--- config.mk ---
export PLATFORM = sky130hd
export DESIGN_NAME = recency_stack
export DESIGN_NICKNAME = d
export VERILOG_FILES = /design/src/rtl/rs_pkg.sv /design/src/rtl/rs_locate.sv /design/src/rtl/rs_update.sv /design/src/rtl/rs_store.sv /design/src/rtl/recency_stack.sv
export SDC_FILE = /design/constraint.sdc
export NUM_CORES = 1
export LEC_CHECK = 0
export CAP_MARGIN = 20
export CELL_PAD_IN_SITES_DETAIL_PLACEMENT = 1
export CELL_PAD_IN_SITES_GLOBAL_PLACEMENT = 1
export CORE_UTILIZATION = 45
export DETAILED_ROUTE_END_ITERATION = 6
export PLACE_DENSITY = 0.87
export SLEW_MARGIN = 30
export SYNTH_ARGS = -nofsm -noshare
export SYNTH_HDL_FRONTEND = slang
export SYNTH_SLANG_ARGS = --single-unit
export TNS_END_PERCENT = 50
--- constraint.sdc ---
create_clock -name clk -period 2.54 [get_ports clk]
set_clock_uncertainty 0.15 [all_clocks]
set_input_delay 0.254 -clock clk [delete_from_list [all_inputs] [get_ports clk]]
set_output_delay 0.254 -clock clk [all_outputs]
set_load 0.005 [all_outputs]
--- src/rtl/rs_pkg.sv ---
// Shared types for the recency stack.
// Assumes: the access encoding below is decoded by the cache controller.
package rs_pkg;
    typedef enum logic [1:0] {
        OP_IDLE = 2'd0,
        OP_HIT  = 2'd1,
        OP_FILL = 2'd2,
        OP_RSVD = 2'd3
    } rs_op_e;
endpackage

--- src/rtl/rs_locate.sv ---
// Finds the slot that holds a given line number within one ranking.
// Assumes: the ranking is a permutation, so exactly one slot matches.
module rs_locate #(
    parameter int WAYS  = 4,
    parameter int WAY_W = $clog2(WAYS)
) (
    input  logic [WAYS-1:0][WAY_W-1:0] order,
    input  logic [WAY_W-1:0]           line,
    output logic [WAY_W-1:0]           pos
);
    // Scan every slot and record the one that holds the line.
    always_comb begin
        pos = '0;
        for (int k = 0; k < WAYS; k++) begin
            if (order[k] == line) pos = WAY_W'(k);
        end
    end
endmodule

--- src/rtl/rs_update.sv ---
// Computes the next ranking of one set: promotes a line to slot 0 and
// shifts the lines above its old slot down by one.
// Assumes: pos is the current slot of tgt_line within cur_order.
module rs_update #(
    parameter int WAYS  = 4,
    parameter int WAY_W = $clog2(WAYS)
) (
    input  logic [WAYS-1:0][WAY_W-1:0] cur_order,
    input  logic [WAY_W-1:0]           tgt_line,
    input  logic [WAY_W-1:0]           pos,
    input  logic                       promote,
    output logic [WAYS-1:0][WAY_W-1:0] nxt_order,
    output logic                       wr_en
);
    // Build the promoted ranking slot by slot.
    always_comb begin
        nxt_order[0] = tgt_line;
        for (int i = 1; i < WAYS; i++) begin
            nxt_order[i] = (WAY_W'(i) <= pos) ? cur_order[i-1] : cur_order[i];
        end
    end

    // Write only when a promotion is requested.
    assign wr_en = promote;
endmodule

--- src/rtl/rs_store.sv ---
// Per-set ranking registers with one combinational read port and one
// write port.
// Assumes: NUM_SETS is a power of two, so every set index is valid.
module rs_store #(
    parameter int NUM_SETS = 4,
    parameter int WAYS     = 4,
    parameter int WAY_W    = $clog2(WAYS),
    parameter int SET_W    = (NUM_SETS > 1) ? $clog2(NUM_SETS) : 1
) (
    input  logic                       clk,
    input  logic                       rst_n,
    input  logic [SET_W-1:0]           rd_set,
    output logic [WAYS-1:0][WAY_W-1:0] rd_order,
    input  logic                       wr_en,
    input  logic [SET_W-1:0]           wr_set,
    input  logic [WAYS-1:0][WAY_W-1:0] wr_order
);
    logic [WAYS-1:0][WAY_W-1:0] set_q [NUM_SETS];

    for (genvar s = 0; s < NUM_SETS; s++) begin : g_set
        logic [WAYS-1:0] seen;

        // Hold one set's ranking; reset to line k in slot k.
        always_ff @(posedge clk) begin
            if (!rst_n) begin
                for (int k = 0; k < WAYS; k++) set_q[s][k] <= WAY_W'(k);
            end else if (wr_en && (wr_set == SET_W'(s))) begin
                set_q[s] <= wr_order;
            end
        end

        // Mark which line numbers appear in this set's ranking.
        always_comb begin
            seen = '0;
            for (int k = 0; k < WAYS; k++) seen[set_q[s][k]] = 1'b1;
        end


        perm_chk: assert property (@(posedge clk) disable iff (!rst_n)
            $countones(seen) == WAYS);
    end

    // Read the addressed set.
    assign rd_order = set_q[rd_set];
endmodule

--- src/rtl/recency_stack.sv ---
// Replacement state for a set-associative cache. Keeps a full recency
// ranking per set, reports the victim, and updates on hits and fills.
// A fill either goes to slot 0 or stays in the last slot (ins_at_lru).
// Assumes: hit_line is a line of the set; ins_at_lru is quasi-static.
module recency_stack
    import rs_pkg::*;
#(
    parameter int NUM_SETS = 4,
    parameter int WAYS     = 4,
    parameter int WAY_W    = $clog2(WAYS),
    parameter int SET_W    = (NUM_SETS > 1) ? $clog2(NUM_SETS) : 1
) (
    input  logic                       clk,
    input  logic                       rst_n,
    input  logic [1:0]                 acc_op,
    input  logic [SET_W-1:0]           acc_set,
    input  logic [WAY_W-1:0]           hit_line,
    input  logic                       ins_at_lru,
    output logic [WAY_W-1:0]           victim_line,
    output logic [WAYS-1:0][WAY_W-1:0] order_out
);
    logic [WAYS-1:0][WAY_W-1:0] cur_order;
    logic [WAYS-1:0][WAY_W-1:0] nxt_order;
    logic [WAY_W-1:0]           tgt_line;
    logic [WAY_W-1:0]           tgt_pos;
    logic                       promote;
    logic                       wr_en;

    // Choose the line to move up: the hit line, or the victim on a fill.
    always_comb begin
        tgt_line = (acc_op == OP_HIT) ? hit_line : cur_order[WAYS-1];
        promote  = (acc_op == OP_HIT) || ((acc_op == OP_FILL) && !ins_at_lru);
    end

    rs_store #(.NUM_SETS(NUM_SETS), .WAYS(WAYS), .WAY_W(WAY_W), .SET_W(SET_W)) u_store (
        .clk      (clk),
        .rst_n    (rst_n),
        .rd_set   (acc_set),
        .rd_order (cur_order),
        .wr_en    (wr_en),
        .wr_set   (acc_set),
        .wr_order (nxt_order)
    );

    rs_locate #(.WAYS(WAYS), .WAY_W(WAY_W)) u_locate (
        .order (cur_order),
        .line  (tgt_line),
        .pos   (tgt_pos)
    );

    rs_update #(.WAYS(WAYS), .WAY_W(WAY_W)) u_update (
        .cur_order (cur_order),
        .tgt_line  (tgt_line),
        .pos       (tgt_pos),
        .promote   (promote),
        .nxt_order (nxt_order),
        .wr_en     (wr_en)
    );

    // Drive the outputs straight from the addressed set's state.
    assign order_out   = cur_order;
    assign victim_line = cur_order[WAYS-1];


    hit_to_top_chk: assert property (@(posedge clk) disable iff (!rst_n)
        ($past(rst_n) && $past(acc_op) == OP_HIT && acc_set == $past(acc_set))
        |-> order_out[0] == $past(hit_line));


    fill_top_chk: assert property (@(posedge clk) disable iff (!rst_n)
        ($past(rst_n) && $past(acc_op) == OP_FILL && !$past(ins_at_lru)
         && acc_set == $past(acc_set))
        |-> order_out[0] == $past(victim_line));


    fill_bottom_chk: assert property (@(posedge clk) disable iff (!rst_n)
        ($past(rst_n) && $past(acc_op) == OP_FILL && $past(ins_at_lru)
         && acc_set == $past(acc_set))
        |-> order_out == $past(order_out));


    no_op_chk: assert property (@(posedge clk) disable iff (!rst_n)
        ($past(rst_n) && ($past(acc_op) == OP_IDLE || $past(acc_op) == OP_RSVD)
         && acc_set == $past(acc_set))
        |-> $stable(order_out));
endmodule

* Yosys cells after proc, flatten, opt, wreduce, memory -nomap -nowiden *
Memories as Yosys holds them, arrays and structs flattened.
Cells that the tools add are included.

cells by class
  multiplexer cells = 24
  bitwise operators = 4
  eq/ne operators = 8
  reduce and logical (&&, ||, !) cells = 8
  order comparisons = 3

operator list
  cell                                                 number
  two-way mux 8 bit                                    4
  two-way mux 1 bit                                    14
  two-way mux 2 bit                                    6
  == test 2 bit                                        3
  == test 2 bit (second input constant)                3
  logical AND 1 bit                                    5
  == test 2 x 1 -> 1 bit (second input constant)       2
  <= comparator 2 bit (first input constant)           2
  OR 1 bit                                             4
  <= comparator 1 x 2 -> 1 bit (first input constant)  1
  zero test 2 bit                                      1
  zero test 1 bit                                      1
  logical OR 1 bit                                     1

storage, ports and cells
  word-level logic and storage cells = 48
  memory bits (writable) = 32
  memories kept = 1
  flip-flop bits (word level) = 0
  bits of input ports = 9

memory list
  name           words  width  rd ports  clocked after Yosys merged registers in  write ports  line            text
  u_store.set_q  4      8      1         0                                        4            rs_store.sv:18  logic [WAYS-1:0][WAY_W-1:0] set_q [NUM_SETS];

* Logic depth before layout (Yosys ltp) *
  depth after elaboration = 9
  gate-level depth with buffers = 7

* Cells and area by module *
Synthesis repeated with hierarchy kept, for this count alone.

unflattened totals
  cell total of the unflattened synthesis = 114
  area total of the unflattened synthesis = 1,684.1 µm²

by module, submodules not included
  module         area each (µm²)  seq. area each (µm²)  times used  cells each
  rs_store       1,432.6          960.9                 1           85
  rs_update      97.6             0.0                   1           11
  rs_locate      81.3             0.0                   1           11
  recency_stack  72.6             0.0                   1           7

* Worst setup path after synthesis *
No wires, ideal clock.

  path kind = input -> register
  start point = input port acc_set[0]
  end point = memory u_store.set_q[2][2] (netlist name), data pin
  cell stages on the path = 7
  setup time = 0.268 ns
  setup slack = 0.186 ns
  buffers on the path = 1
  data arrival time = 1.935 ns
  cells stage by stage = buf_6 mux4_2 mux2i_4 xnor2_1 o221ai_2 or2_2 nand3_1

RTL lines
  what         line                 text
  from (decl)  recency_stack.sv:16  input logic [SET_W-1:0] acc_set,
  to (decl)    rs_store.sv:18

==> reports/results.ini <==
[critical_path]
critPathRequiredTime_ns=2.41
cp_max_fo=4
crit_family=multiplexers
critPathLaunchType=flip-flop
cp.arrival_ns=2.33
slowest_delay_ns=0.56
crit_chain=mux4_2 -> xnor2_1 -> a21oi_2 -> buf_4 -> mux2i_2 -> nand2_1
critPathKind=reg2reg
critPathCaptureType=flip-flop
path_buf_inv=1
slowest_stage=mux4_2

[finish]
multi_input_area_um2=674.4
insertedDiodeCount=0
final_common_cell=edfxtp_1
nNetsFinal=186
seqCellArea_um2=960.9
stdcell_area_um2=2193
top_register=u_store.set_q
fill_cells=344
drive_gt1_frac=0.2978
area_growth_pct=31.31
top_regs=u_store.set_q (32)
mostFrequentLayoutCells=32 x edfxtp_1, 26 x buf_4, 21 x nand2_1
largest_reg_flops=32

[timing]
worstMarginPinSlew_ns=0.4883
hold_viol=0
setup_viol=0
rsz0062_at_grt=false
max_slew_margin=0.6720
fmax_mhz=407.3
fin_crit_ns=2.455
fin_crit_sh=0.9666
drv_slew=0

[synthesis]
synthSimpleGateAreaFrac=0.1386
syn_area_um2=1670
synth_mux_area_frac=0.1468
synth_nets=140
synth_edf_count=32
synth_cell_type_count=26
ys.flop_type=edfxtp_1
synthCells=131
ys_ff_latch=32
synth-xor-area-share=0.03146
seq_area_frac_synth=0.5753
synth_top_family_by_area=multiplexers
yosys.area_share.adder=0
synth_compound_area_frac=0.08015
postSynth.asyncResetShare=0
yosysWarnings=0
synth.avg_cell_area_um2=12.75

[detailed_routing]
avgRoutedWirePerCell_um=21.97
vias=1327
drt_wl_total_mm=4.922
drtIter0Drc=81
post_drt_via_cell_ratio=5.924
drc=0
drt-pass1-iter-count=4
ant_nets=0

[power]
switching_power_w=0.0003119
switching_share=0.2389
p_clk_frac=0.373
vdd_ir_drop_max_mv=0.6392
combinationalPowerShare=0.160
intPower_w=0.0009938
p_seq_frac=0.467
p_total_w=0.001306
p_per_area_nw_per_um2=595.3
p_leak_nw=0.7553

[outcome]
outcome=complete, no violations

[place]
globalplace.congestion=0.8987
portBuffers=18
place_area_um2=2072
dpl.hpwl_mm=3.412

[clocking]
clockRootBuffer=clkbuf_8
clock_sinks=32
clkLatencyLatePin_ns=0.29
clockBufferDepth=2
h-tree-depth=2
cts_buffers=5
clk_pin_slew_ns=0.07
postCtsHoldBufs=0
cts_tree=yes

[grt]
grt_max_degree=11
grt_pass1_wl_mm=7.845
gr-total-overflow=0
grt_usage=0.2756
antenna_found_initial=0
grt_pass1_vias=1435

[floorplan]
core-area_um2=3442
fp.dieH_um=62.93
start_util=0.4853
fp.dieArea_um2=3960
die_w_um=62.93
pin_count=19
num_rows=21

[min_path]
hp-class=reg2reg

[run]
drv_cap=0

-- final timing paths --
path	startpoint	endpoint	slack [ns]	cells past startpoint
max	u_store.set_q[3][7]	u_store.set_q[3][7]	0.08	6
min	u_store.set_q[1][0]	u_store.set_q[1][2]	0.46	2
max reg2reg	u_store.set_q[3][7]	u_store.set_q[3][7]	0.08	6
min reg2reg	u_store.set_q[1][0]	u_store.set_q[1][2]	0.46	2
-- logic make-up (layout without fill, tap and decap cells) --
kind of cell    Yosys count  in the layout
mux                      12             12
compound gates           20             20
flops                    32             32
simple gates             53             53
xor+xnor                  6              6
buf+inv                   8             55
-- synth_stat cells, types with 2 or more instances --
cell       n  share of area
or2_2      5          0.019
a211oi_1   2         0.0090
mux2i_1    2          0.012
edfxtp_1  32           0.58
xnor2_1    6          0.031
o21ai_0    3         0.0090
nand2b_1   6          0.022
a21oi_1    7          0.021
buf_4      2         0.0090
mux4_2     8           0.11
nor2_1    18          0.040
mux2i_4    2          0.027
inv_1      2         0.0045
clkbuf_1   2         0.0045
o21ai_1    2         0.0060
nand2_1   21          0.047
a221o_1    2          0.012
-- cell type report --
cell class / count / area share
clock buffer: 6 / 0.03309
inverter: 2 / 0.003423
multi-input combinational: 91 / 0.3075
clock inverter: 2 / 0.01597
tap: 46 / 0.02624
sequential: 32 / 0.4381
timing repair buffer: 45 / 0.1757
-- power by group through the flow --
stage          registers (W)   logic, W  clock network, W
6_report            0.000610   0.000209          0.000487
5_1_grt             0.000611   0.000221          0.000502
4_1_cts             0.000610   0.000207          0.000486
3_5_place_dp        0.000620   0.000198                 0
3_3_place_gp        0.000618   0.000187                 0
2_1_floorplan       0.000617  0.0000982                 0
-- worst min-delay path, stage by stage, from the launching register on --
cell      delay [ns]
edfxtp_1        0.35
a21oi_1         0.08
nand2_1         0.07
-- per-stage QoR --
| stage | utilization | cells | setup WS [ns] | setup TNS [ns] | hold slack [ns] |
|---|---|---|---|---|---|
| 3_5_place_dp | 0.6020 | 216 | -0.4377 | -7.686 | 0.4298 |
| 2_1_floorplan | - | 131 | 0.1864 | 0 | 0.3709 |
| 3_3_place_gp | 0.6020 | 216 | -0.3137 | -5.190 | 0.4110 |
| 6_report | 0.6372 | 224 | 0.08471 | 0 | 0.4571 |
| 4_1_cts | 0.6372 | 224 | 0.1154 | 0 | 0.4467 |
| 5_1_grt | 0.6372 | 224 | 0.005345 | 0 | 0.4885 |
-- timing repair --
item / 4_1_cts / 5_1_grt
buffers inserted: 0 / 0
gates resized for setup: 4 / 0
endpoints found under the setup margin: 28 / 0
-- metal layers --
metal  wire, um  track usage  vias to the layer above
met3        386      0.06752                       21
met5          0            0                        -
met4        171       0.1395                        0
met1       2005       0.3514                      661
met2       2358       0.4341                       74
li1           -            -                      571
No activity file was read; power rests on OpenSTA's default activity.
